`src/rtl/irq_ctrl_pkg.sv`:
```
// Package: irq_ctrl_pkg
// Shared offsets, cause-bit positions and the decoded strobe bundle for the
// interrupt status controller. Offsets are byte addresses seen by software.
package irq_ctrl_pkg;

    localparam int unsigned OFS_STATUS = 32'h24;
    localparam int unsigned OFS_RAISE  = 32'h60;
    localparam int unsigned OFS_ACK    = 32'h64;

    localparam int unsigned CALC_CAUSE_BIT = 0;
    localparam int unsigned DMA_CAUSE_BIT  = 8;

    // One-hot-ish strobes produced by the address decoder.
    typedef struct packed {
        logic do_raise;
        logic do_ack;
        logic rd_status;
        logic rd_any;
    } irq_strobe_t;

endpackage

```
`src/rtl/irq_addr_decode.sv`:
```
// Module: irq_addr_decode
// Turns a bus strobe plus byte offset into the action strobes the
// controller needs. Assumes at most one of wr_en / rd_en per cycle matters;
// a write and a read in the same cycle are decoded independently.
module irq_addr_decode
    import irq_ctrl_pkg::*;
#(
    parameter int ADDR_W = 8
) (
    input  logic              wr_en,
    input  logic              rd_en,
    input  logic [ADDR_W-1:0] addr,
    output irq_strobe_t       strb
);

    localparam logic [ADDR_W-1:0] A_STATUS = ADDR_W'(OFS_STATUS);
    localparam logic [ADDR_W-1:0] A_RAISE  = ADDR_W'(OFS_RAISE);
    localparam logic [ADDR_W-1:0] A_ACK    = ADDR_W'(OFS_ACK);

    // Compare the offset against each known location.
    always_comb begin
        strb.do_raise  = wr_en && (addr == A_RAISE);
        strb.do_ack    = wr_en && (addr == A_ACK);
        strb.rd_status = rd_en && (addr == A_STATUS);
        strb.rd_any    = rd_en;
    end

endmodule

```
`src/rtl/irq_cause_accum.sv`:
```
// Module: irq_cause_accum
// Holds the pending-cause word. Each cycle every bit is first cleared by the
// acknowledge mask and then set by the raise mask or an engine pulse, so a
// set always wins over a clear on the same bit.
// Assumes the engine pulses are synchronous to clk and one cycle wide.
module irq_cause_accum #(
    parameter int DATA_W   = 32,
    parameter int CALC_BIT = 0,
    parameter int DMA_BIT  = 8
) (
    input  logic              clk,
    input  logic              rst_n,
    input  logic              do_raise,
    input  logic              do_ack,
    input  logic [DATA_W-1:0] mask,
    input  logic              calc_done,
    input  logic              dma_done,
    output logic [DATA_W-1:0] status
);

    logic [DATA_W-1:0] src_vec;
    logic [DATA_W-1:0] set_vec;
    logic [DATA_W-1:0] clr_vec;

    // Place each engine pulse on its own cause bit.
    always_comb begin
        src_vec           = '0;
        src_vec[CALC_BIT] = calc_done;
        src_vec[DMA_BIT]  = src_vec[DMA_BIT] | dma_done;
    end

    // Merge software and engine requests into set and clear vectors.
    always_comb begin
        set_vec = (do_raise ? mask : '0) | src_vec;
        clr_vec = do_ack ? mask : '0;
    end

    // One flop per cause bit, clear first then set.
    for (genvar i = 0; i < DATA_W; i++) begin : g_bit
        always_ff @(posedge clk) begin
            if (!rst_n) begin
                status[i] <= 1'b0;
            end else begin
                status[i] <= set_vec[i] | (status[i] & ~clr_vec[i]);
            end
        end
    end

endmodule

```
`src/rtl/irq_line_drive.sv`:
```
// Module: irq_line_drive
// Drives the level interrupt line as a registered OR of the pending word.
// Assumes the consumer is level-sensitive and tolerates one cycle of lag.
module irq_line_drive #(
    parameter int DATA_W = 32
) (
    input  logic              clk,
    input  logic              rst_n,
    input  logic [DATA_W-1:0] status,
    output logic              irq
);

    // Register the any-pending condition so the line is glitch-free.
    always_ff @(posedge clk) begin
        if (!rst_n) begin
            irq <= 1'b0;
        end else begin
            irq <= |status;
        end
    end

endmodule

```
`src/rtl/irq_read_port.sv`:
```
// Module: irq_read_port
// Registered read return. Status reads see the word before the current
// edge; the write-only locations and unknown offsets read as zero.
module irq_read_port #(
    parameter int DATA_W = 32
) (
    input  logic              clk,
    input  logic              rst_n,
    input  logic              rd_any,
    input  logic              rd_status,
    input  logic [DATA_W-1:0] status,
    output logic [DATA_W-1:0] rd_data,
    output logic              rd_valid
);

    // Capture the selected value and flag it valid for one cycle.
    always_ff @(posedge clk) begin
        if (!rst_n) begin
            rd_data  <= '0;
            rd_valid <= 1'b0;
        end else begin
            rd_valid <= rd_any;
            if (rd_any) begin
                rd_data <= rd_status ? status : '0;
            end
        end
    end

endmodule

```
`src/rtl/sw_irq_status_ctrl.sv`:
```
// Module: sw_irq_status_ctrl
// Top of the interrupt status controller: decoder, cause accumulator,
// interrupt line register and read port. Assumes a simple strobe bus with
// full-word accesses only.
module sw_irq_status_ctrl
    import irq_ctrl_pkg::*;
#(
    parameter int DATA_W = 32,
    parameter int ADDR_W = 8
) (
    input  logic              clk,
    input  logic              rst_n,
    input  logic              wr_en,
    input  logic              rd_en,
    input  logic [ADDR_W-1:0] addr,
    input  logic [DATA_W-1:0] wr_data,
    input  logic              calc_done,
    input  logic              dma_done,
    output logic [DATA_W-1:0] rd_data,
    output logic              rd_valid,
    output logic              irq_o
);

    irq_strobe_t       strb;
    logic [DATA_W-1:0] status_q;

    irq_addr_decode #(.ADDR_W(ADDR_W)) u_dec (
        .wr_en (wr_en),
        .rd_en (rd_en),
        .addr  (addr),
        .strb  (strb)
    );

    irq_cause_accum #(
        .DATA_W   (DATA_W),
        .CALC_BIT (CALC_CAUSE_BIT),
        .DMA_BIT  (DMA_CAUSE_BIT)
    ) u_acc (
        .clk       (clk),
        .rst_n     (rst_n),
        .do_raise  (strb.do_raise),
        .do_ack    (strb.do_ack),
        .mask      (wr_data),
        .calc_done (calc_done),
        .dma_done  (dma_done),
        .status    (status_q)
    );

    irq_line_drive #(.DATA_W(DATA_W)) u_line (
        .clk    (clk),
        .rst_n  (rst_n),
        .status (status_q),
        .irq    (irq_o)
    );

    irq_read_port #(.DATA_W(DATA_W)) u_rd (
        .clk       (clk),
        .rst_n     (rst_n),
        .rd_any    (strb.rd_any),
        .rd_status (strb.rd_status),
        .status    (status_q),
        .rd_data   (rd_data),
        .rd_valid  (rd_valid)
    );

endmodule

```
`config.mk`:
```
export PLATFORM = sky130hd
export DESIGN_NAME = sw_irq_status_ctrl
export DESIGN_NICKNAME = d
export VERILOG_FILES = /design/src/rtl/irq_ctrl_pkg.sv /design/src/rtl/irq_addr_decode.sv /design/src/rtl/irq_cause_accum.sv /design/src/rtl/irq_line_drive.sv /design/src/rtl/irq_read_port.sv /design/src/rtl/sw_irq_status_ctrl.sv
export SDC_FILE = /design/constraint.sdc
export NUM_CORES = 1
export LEC_CHECK = 0
export BUFFER_PORTS_ARGS = -buffer_cell sky130_fd_sc_hd__buf_2
export CAP_MARGIN = 30
export CORE_MARGIN = 2
export CORE_UTILIZATION = 49
export DETAILED_ROUTE_END_ITERATION = 16
export PLACE_DENSITY = 0.75
export SYNTH_ARGS = -nofsm -noshare
export SYNTH_HDL_FRONTEND = slang
export SYNTH_SLANG_ARGS = --single-unit
```
`constraint.sdc`:
```
create_clock -name clk -period 2 [get_ports clk]
set_clock_uncertainty 0.1 [all_clocks]
set_input_delay 0.1 -clock clk [delete_from_list [all_inputs] [get_ports clk]]
set_output_delay 0.1 -clock clk [all_outputs]
set_load 0.01 [all_outputs]
```
; Word-level counts from Yosys, hierarchy flattened
; Index checks and enable logic that the tools add are counted.
[word_totals]
output_inout_bits = 34
in_bits = 46
word_cells = 142
ff_bits = 66
[op_classes]
n_mux = 3
n_eq_ne = 3
bitwise = 97
reduce_logical = 4
[op_table]
columns = op, count
row1 = 32-bit 2-to-1 mux, 3
row2 = 1-bit AND, 32
row3 = 1-bit NOT, 32
row4 = 1-bit OR, 32
row5 = 32-bit by 9-bit OR with 32-bit output, 1
row6 = 32-bit OR reduction, 1
row7 = "8-bit by 7-bit equality test with 1-bit output, second input constant", 2
row8 = "8-bit by 6-bit equality test with 1-bit output, second input constant", 1
row9 = 1-bit logical AND, 3

; Longest topological paths before layout
; Gate-level depths: netlist of run 1.
[depth]
depth_word = 6
ltp_mapped = 5
ltp_nobuf = 3

; Hierarchy
; Synthesis of run 1 repeated with hierarchy kept, for this count alone.
[hier_totals]
cells_unflattened = 302
area_unflattened_um2 = 3090.5
[by_module_without_submodules]
columns = mod, area_per_inst_um2, cells_each, seq_area_each_um2, n_inst
row1 = irq_cause_accum, 1522.7, 137, 640.6, 1
row2 = irq_read_port, 1398.8, 144, 660.6, 1
row3 = irq_line_drive, 96.3, 12, 20.0, 1
row4 = irq_addr_decode, 72.6, 9, 0.0, 1

; Least setup slack after synthesis of run 1
; Ideal clock, no wire load.
[synth_timing]
path_kind = input port to flip-flop
startpoint = in addr[3]
endpoint = reg u_acc.status[0]
required_time_ps = 1776
path_stages = 3
n_path_buf = 0
setup_time_ps = 124
arrival_time_ps = 1092
setup_slack_ps = 684
path_cell_list = or4_2 > nor4_1 > nor3_1
[synth_via]
elab_chain_cells = 6
elab_cells_between_ends = 10
cone_classes = eq/ne: 2 / mux: 2 / bitwise: 4 / reduce/logical: 2
[synth_rtl]
columns = element, line
row1 = "start, declared", sw_irq_status_ctrl.sv:15  ; input logic [ADDR_W-1:0] addr,
row2 = 8-bit by 7-bit equality test with 1-bit output, irq_addr_decode.sv:23  ; strb.do_ack = wr_en && (addr == A_ACK);
row3 = 1-bit logical AND, irq_addr_decode.sv:23
row4 = 32-bit 2-to-1 mux, irq_cause_accum.sv:35  ; clr_vec = do_ack ? mask : '0;
row5 = 1-bit NOT, irq_cause_accum.sv:44  ; status[i] <= set_vec[i] | (status[i] & ~clr_vec[i]);
row6 = 1-bit AND, irq_cause_accum.sv:44
row7 = 1-bit OR *, irq_cause_accum.sv:44
row8 = "end signal, assigned by index", irq_cause_accum.sv:44
row9 = "end, declared", irq_cause_accum.sv:18  ; output logic [DATA_W-1:0] status
; Mark *: on every way between the ends. The rest lies on a longest branch, timed or not.
; A chain may end at the register's enable or synchronous reset.

; Worst setup path after layout of run 1
[layout_timing]
startpoint = reg u_acc.status[27]
endpoint = reg u_line.irq
[layout_via]
elab_chain_cells = 1
[layout_rtl]
columns = element, line
row1 = 32-bit OR reduction, irq_line_drive.sv:18  ; irq <= |status;
row2 = "end signal, assigned", irq_line_drive.sv:18
row3 = "end, declared", irq_line_drive.sv:10  ; output logic irq
; No other way between the ends.

==> results_dict.tcl, run 1 <==
set metrics [dict create \
    crit_path_end_kind "flip-flop" \
    outcome "finished, final reports clean" \
    fin_crit_sh_pct 67.6 \
    crit_path_end "u_line.irq" \
    drt_iter0_markers 228 \
    p_comb_share_pct 9.0 \
    synth_nets 358 \
    avgSynthCellArea_um2 9.37 \
    power.internal_uw 1910 \
    synthFlopType "dfxtp_1" \
    dp.final_hpwl_mm 4.43 \
    yosysSeqAreaShare_pct 45.2 \
    relSlewSlack_pct 68.0 \
    rsz0062_at_grt "no" \
    grt_util_all_layers_pct 23.2 \
    post-cts-setup-buffers 0 \
    ir_worst_vdd_uv 403 \
    die_y_um 81.2 \
    gp_congestion 0.821 \
    swShare_pct 23.5 \
    drv_slew 0 \
    rrSetupSlack_ns 0.65 \
    clkPwrFrac_pct 38.0 \
    ctsHoldBuffers 30 \
    synth_top_area_share_pct 45.2 \
    fmax_mhz 740 \
    synth_most_common_cell "dfxtp_1" \
    cts_buffers 9 \
    vias 2679 \
    crit_path_start "u_acc.status[27]" \
    final_nets 454 \
    grt_max_degree 65 \
    maxUsedRoutingLayer "met4" \
    ant_nets 0 \
    antenna_found_initial 0 \
    setup_viol 0 \
    yosysUniqueCellTypes 23 \
    wl_met1_mm 3.41 \
    synth.cell_area_um2 2920 \
    synth_edf_count 0 \
    netlist_top_cells_count "dfxtp_1 (66), nand4_1 (34), nand2b_1 (33)" \
    start_util_pct 50.0 \
    regToRegStartpoint "u_acc.status[27]" \
    ys_async_sr_fraction_pct 0 \
    critPathLaunchType "flip-flop" \
    syn2layout_area_growth_pct 28.8 \
    core_area_um2 5850 \
    die_area_um2 6600 \
    clockRootBuffer "clkbuf_8" \
    yosys_warnings 0 \
    routedWlPerCell_um 15.2 \
    grt_overflow 0 \
    yosys.area.top_type "dfxtp_1" \
    synthTopCellsByArea "dfxtp_1 (45%), mux2i_1 (10%), nand4_1 (7.3%), nand2b_1 (7.1%), nand3_1 (5.1%)" \
    rows 28 \
    crit_fanout 3 \
    path_class "flip-flop to flip-flop" \
    pin_count 80 \
    fin_cells 488 \
    hp-class "primary input to flip-flop" \
    antennaDiodeCount 0 \
    post_dp_cell_area_um2 3300 \
    final_layout_size_suffix_gt1_share_pct 24.7 \
    grt_pass1_wl_mm 11.9 \
    dieWidth_um 81.2 \
    arrival_ns 1.47 \
    wl_met3_um 386 \
    critPathRequiredTime_ns 2.12 \
    postRouteWirelength_mm 7.42 \
    leakagePower_uw 0.00165 \
    maxCapViolCount 0 \
    cts-resized-gates 0 \
    synth_cells 312 \
    grt_pass1_vias 2516 \
    clk_pin_slew_ns 0.07 \
    dr.pass1.iters 5 \
    powerDensity_nw_per_um2 665 \
    seqPwrFrac_pct 53.0 \
    finalHoldViolations 0 \
    tns_ns 0 \
    fin_crit_ns 1.35 \
    drc_errors 0 \
    cts_tree "done" \
    fin_ws_ns 0.649 \
    cts.sinks 66 \
    tightest_slew_ns 0.476 \
    numPortBuffers 79 \
    rr_endpoint "u_line.irq" \
    postLayoutCellArea_um2 3760 \
    clock_latency_ns 0.33 \
    synth_seq_cells 66 \
    dp.cells 442 \
    cts_max_level 3 \
    vias_per_cell 5.49 \
    p_sw_uw 590 \
    cts_buffer_depth 2 \
    reg2reg_depth 3 \
    dp_slack_ns 0.477 \
    met2_length_mm 3.50 \
]
area by class of cell:
class	count	area [um2]
multi-input cells	215	1410
clock buffers	13	149
well taps	75	93.8
repair buffers	116	773
clock inverters	3	15.0
fillers	512	2090
flip-flops and latches	66	1320
cells in the final DEF, fill, tap and decap left out, types with 2 or more instances in the layout:
| cell | instances |
|---|---|
| clkinv_2 | 3 |
| nor4_1 | 10 |
| o31ai_1 | 2 |
| clkbuf_8 | 10 |
| nand3_1 | 30 |
| mux2i_1 | 30 |
| buf_4 | 5 |
| buf_12 | 2 |
| nand4_1 | 34 |
| clkbuf_1 | 3 |
| nand2b_1 | 33 |
| a21boi_0 | 17 |
| nand2_1 | 32 |
| dlygate4sd3_1 | 30 |
| a211oi_1 | 2 |
| nor3_1 | 2 |
| dfxtp_1 | 66 |
| buf_2 | 79 |
| a21boi_1 | 15 |
worst min-delay path by stage:
stage / startpoint / slack (ns) / end / depth (start not counted)
detailed placement: wr_data[5] / 0.30 / u_acc.status[5] / 3
CTS: dma_done / 0.005 / u_acc.status[8] / 3
global placement: wr_data[17] / 0.29 / u_acc.status[17] / 3
finish: wr_data[21] / 0.007 / u_acc.status[21] / 3
global route: dma_done / 0.003 / u_acc.status[8] / 3
floorplan: rd_en / 0.18 / u_rd.rd_data[1] / 2
metal layers:
| metal | global-route usage [%] | up-vias |
|---|---|---|
| met5 | 0 | - |
| met4 | 7.80 | 0 |
| met3 | 4.00 | 12 |
| met2 | 37.4 | 100 |
| met1 | 31.6 | 1258 |
| li1 | - | 1309 |
worst max-delay path: stages (launching register included):
cell,delay (ns)
dfxtp_1,0.34
nor4_1,0.46
nand4_1,0.15
o21a_1,0.20
power by group through the flow:
stage / clock [uW] / combinational, uW / sequential [uW]
finish: 951 / 226 / 1330
global route: 1030 / 243 / 1330
CTS: 962 / 223 / 1330
detailed placement: 0 / 179 / 1360
global placement: 0 / 178 / 1360
floorplan: 0 / 100 / 1360
through the flow:
step	total power [uW]	utilization, %	hold slack (ns)
finish	2500	64.3	0.00725
global route	2600	64.3	0.00278
CTS	2510	64.3	0.00548
detailed placement	1540	56.4	0.298
global placement	1530	56.4	0.293
floorplan	1460	-	0.176
state kept, by name, summed over array words and instances (netlist names):
name / cells
u_line.irq: 1
u_rd.rd_data: 32
u_rd.rd_valid: 1
u_acc.status: 32
cell families after synthesis:
family | after synthesis | share of synthesized area (%)
compound gates | 37 | 9.50
mux | 30 | 10.3
flops | 66 | 45.2
buf+inv | 31 | 6.55
simple gates | 148 | 28.5
No activity file was read; power rests on OpenSTA's default activity.
==> inputs of run 2 (changes only) <==
- clock period: 2 -> 1.4 ns (I/O delays scaled with it)
==> results_dict.tcl, run 2 (synthesis results as in run 1) <==
set metrics [dict create \
    antennaDiodeCount 0 \
    powerDensity_nw_per_um2 995 \
    postRouteWirelength_mm 7.47 \
    crit_fanout 3 \
    gp_congestion 0.758 \
    routedWlPerCell_um 15.1 \
    hp-class "primary input to flip-flop" \
    rows 28 \
    syn2layout_area_growth_pct 33.6 \
    grt_max_degree 67 \
    dp.cells 445 \
    drt_iter0_markers 262 \
    leakagePower_uw 0.00170 \
    final_util_pct 66.7 \
    final_nets 461 \
    grt.busiest_layer "met2" \
    ant_nets 0 \
    numPortBuffers 79 \
    final_common_cell "buf_2" \
    fin_crit_sh_pct 88.8 \
    maxCapViolCount 0 \
    top_regs "u_acc.status: 32 flops, u_rd.rd_data: 32 flops" \
    outcome "finished, final reports clean" \
    setup_viol 0 \
    fin_hold_ws_ns 0.0454 \
    fmax_mhz 804 \
    max_stage_delay_ns 0.38 \
    clk_pin_slew_ns 0.07 \
    dp.final_hpwl_mm 4.43 \
    final_layout_size_suffix_gt1_share_pct 25.3 \
    critPathLaunchType "flip-flop" \
    fin_crit_ns 1.24 \
    fin_cells 494 \
    worst_path_max_delay_cell "nor4_1" \
    tns_ns 0 \
    grt_overflow 0 \
    core_area_um2 5850 \
    cts_buffer_depth 2 \
    layout_common_cells "buf_2 (79), dfxtp_1 (66), nand4_1 (34), dlygate4sd3_1 (34), nand2b_1 (33)" \
    cts_tree "done" \
    arrival_ns 1.37 \
    critPathRequiredTime_ns 1.53 \
    relSlewSlack_pct 74.5 \
    ir_worst_vdd_uv 528 \
    multi_input_area_um2 1410 \
    clockRootBuffer "clkbuf_8" \
    die_y_um 81.2 \
    crit_path_end_kind "flip-flop" \
    grt_util_all_layers_pct 23.8 \
    dr.pass1.iters 5 \
    start_util_pct 50.0 \
    path_class "flip-flop to flip-flop" \
    finalHoldViolations 0 \
    antenna_found_initial 0 \
    clock_latency_ns 0.33 \
    die_area_um2 6600 \
    grt_pass1_wl_mm 12.1 \
    dieWidth_um 81.2 \
    cts_buffers 9 \
    vias 2740 \
    drv_slew 0 \
    cts_max_level 3 \
    met1_usage_pct 31.1 \
    cts.sinks 66 \
    drc_errors 0 \
    pin_count 80 \
    grt_pass1_vias 2578 \
    fillers 457 \
    crit_path_cell_trace "nor4_1, nand4_1, o21a_1" \
    use_met3_pct 5.56 \
    tightest_slew_ns 0.380 \
    regArea_um2 1320 \
    met2_usage_pct 37.6 \
    rsz0062_at_grt "no" \
    vias_per_cell 5.55 \
]
[run 2: cell type report]
| cell class | instances | area share [%] |
|---|---|---|
| Timing Repair Buffer | 123 | 22.4 |
| Multi-Input combinational cell | 215 | 36.2 |
| Clock inverter | 2 | 0.897 |
| Sequential cell | 66 | 33.8 |
| Clock buffer | 13 | 4.33 |
| Tap cell | 75 | 2.40 |
[run 2: final timing paths]
path                      end             start  cells past startpoint  slack (ns)
min           u_acc.status[8]           addr[2]                      4        0.05
max                u_line.irq   u_acc.status[7]                      3        0.16
min reg2reg  u_rd.rd_data[30]  u_rd.rd_data[30]                      2        0.37
max reg2reg        u_line.irq   u_acc.status[7]                      3        0.16
[run 2: power breakdown]
group	leakage (uW)	internal [uW]	switching, uW	total (uW)
clock	0.000106	957	684	1640
combinational	0.00107	186	165	351
sequential	0.000532	1890	7.25	1890
[run 2: timing repair]
item | 4_1_cts | 5_1_grt
endpoints found under the hold margin | 32 | 0
setup buffers | 0 | 0
gates resized for setup | 0 | 0
setup endpoints to repair | 0 | 0
hold buffers | 34 | 0
[run 2: per-stage QoR]
stage          worst slack (ns)  instance area [um2]  power (uW)
2_1_floorplan             0.114                 2920        2080
3_3_place_gp            -0.0251                 3360        2210
3_5_place_dp            -0.0647                 3360        2210
4_1_cts                   0.162                 3910        3900
5_1_grt                   0.115                 3910        4030
6_report                  0.157                 3910        3890
[run 2: routing by layer]
metal | vias up | share of wire [%]
met2 | 108 | 47
met4 | 0 | 1.6
met1 | 1292 | 45
li1 | 1326 | -
met5 | - | 0
met3 | 14 | 5.8
[run 2: critical path, delay by kind of cell (launching register included)]
kind             cells  cell delay [ns]
AND/OR/NAND/NOR      2             0.52
flip-flops           1             0.33
AO/OA/AOI/OAI        1             0.18
==> inputs of run 3 (changes only) <==
- GPL_TIMING_DRIVEN: not set -> 0
==> results_dict.tcl, run 3 (synthesis results as in run 1) <==
set metrics [dict create \
    maxCapViolCount 0 \
    rrSetupSlack_ns 0.10 \
    final_common_cell "buf_2" \
    cts_tree "done" \
    reg2reg_depth 3 \
    relSlewSlack_pct 65.7 \
    final_nets 483 \
    numPortBuffers 79 \
    fin_hold_ws_ns 0.0142 \
    die_area_um2 6600 \
    final_layout_size_suffix_gt1_share_pct 24.9 \
    ant_nets 0 \
    critPathLaunchType "flip-flop" \
    hold_depth 3 \
    start_util_pct 50.0 \
    gp_congestion 0.827 \
    arrival_ns 1.43 \
    ir_worst_vdd_uv 562 \
    postRouteWirelength_mm 8.25 \
    dieWidth_um 81.2 \
    grt_max_degree 11 \
    leakagePower_uw 0.00174 \
    rsz0062_at_grt "no" \
    fillers 486 \
    rows 28 \
    cts_max_level 3 \
    fin_cells 517 \
    max_stage_delay_ns 0.40 \
    die_y_um 81.2 \
    antennaDiodeCount 0 \
    path_class "flip-flop to flip-flop" \
    layout_common_cells "buf_2 (85), dfxtp_1 (66), nand4_1 (34), dlygate4sd3_1 (34), nand2b_1 (33)" \
    dp.cells 466 \
    antenna_found_initial 0 \
    crit_fanout 3 \
    core_area_um2 5850 \
    crit_path_end "u_line.irq" \
    regToRegStartpoint "u_acc.status[3]" \
    p_total_uw 3890 \
    fin_crit_sh_pct 92.5 \
    drt_iter0_markers 177 \
    hp-class "primary input to flip-flop" \
    grt_pass1_wl_mm 13.0 \
    rr_endpoint "u_line.irq" \
    worst_path_max_delay_cell "nor4_1" \
    crit_path_cell_trace "nor4_1, nand4_1, o21a_1" \
    setup_viol 0 \
    fmax_mhz 772 \
    worstPathBufferInverterCount 0 \
    tns_ns 0 \
    vias 2826 \
    grt_pass1_vias 2697 \
    cts_buffer_depth 2 \
    syn2layout_area_growth_pct 35.8 \
    clock_latency_ns 0.35 \
    crit_path_start "u_acc.status[3]" \
    top_regs "u_acc.status: 32 flops, u_rd.rd_data: 32 flops" \
    post_dp_cell_area_um2 3410 \
    dp.final_hpwl_mm 5.26 \
    crit_cells 3 \
    crit_family "simple AND/OR/NAND/NOR gates" \
    dr.pass1.iters 4 \
    fin_crit_ns 1.30 \
    cts.sinks 66 \
    pin_count 80 \
    vias_per_cell 5.47 \
    grt_overflow 0 \
    grt_util_all_layers_pct 26.5 \
    postLayoutCellArea_um2 3970 \
    outcome "finished, final reports clean" \
    finalHoldViolations 0 \
    routedWlPerCell_um 16.0 \
    tightest_slew_ns 0.514 \
    drc_errors 0 \
    critPathRequiredTime_ns 1.54 \
    clk_pin_slew_ns 0.07 \
    powerDensity_nw_per_um2 980 \
    crit_path_end_kind "flip-flop" \
    clockRootBuffer "clkbuf_8" \
    drv_slew 0 \
    cts_buffers 9 \
]
run 3: worst min-delay path by stage:
stage / slack, ns / from / end
6_report: 0.01 / rd_en / u_rd.rd_data[30]
5_1_grt: 0.03 / rd_en / u_rd.rd_data[1]
4_1_cts: 0.003 / rd_en / u_rd.rd_data[30]
3_5_place_dp: 0.26 / wr_data[20] / u_acc.status[20]
3_3_place_gp: 0.26 / wr_data[3] / u_acc.status[3]
2_1_floorplan: 0.15 / rd_en / u_rd.rd_data[1]
run 3: metal layers:
metal	track usage (%)	routed length [um]	vias up
met5	0	0	-
met4	12.2	275	0
met1	32.4	3500	1319
met2	43.1	3970	111
li1	-	-	1372
met3	7.56	505	24
run 3: report_power, final:
part	leakage (uW)	internal, uW	total, uW	switching, uW
Sequential	0.000532	1890	1890	8.40
Combinational	0.00111	184	355	172
Clock	0.000101	920	1640	720
run 3: stage by stage:
stage	setup WS, ns	utilization [%]
floorplan	0.114	-
global placement	-0.261	58.3
detailed placement	-0.278	58.3
CTS	0.0878	67.5
global route	0.0696	67.9
finish	0.105	67.9
run 3: repair_timing:
action | 4_1_cts | 5_1_grt
resized for setup | 0 | 0
hold buffers | 34 | 0
setup endpoints to repair | 0 | 7
endpoints found under the hold margin | 32 | 0
setup buffers | 0 | 1
run 3: cell type report:
class | count | area (um2) | share of cell area [%]
multi-input combinational | 215 | 1410 | 35.5
clock inverter | 2 | 35.0 | 0.882
clock buffer | 14 | 163 | 4.10
sequential | 66 | 1320 | 33.3
buffer | 31 | 191 | 4.82
tap | 75 | 93.8 | 2.36
timing repair buffer | 114 | 756 | 19.0
run 3: worst min-delay path, delay by kind of cell:
kind                   cells  cell delay (ns)
buffers and inverters      1             0.17
AO/OA/AOI/OAI              1             0.05
AND/OR/NAND/NOR            1             0.13
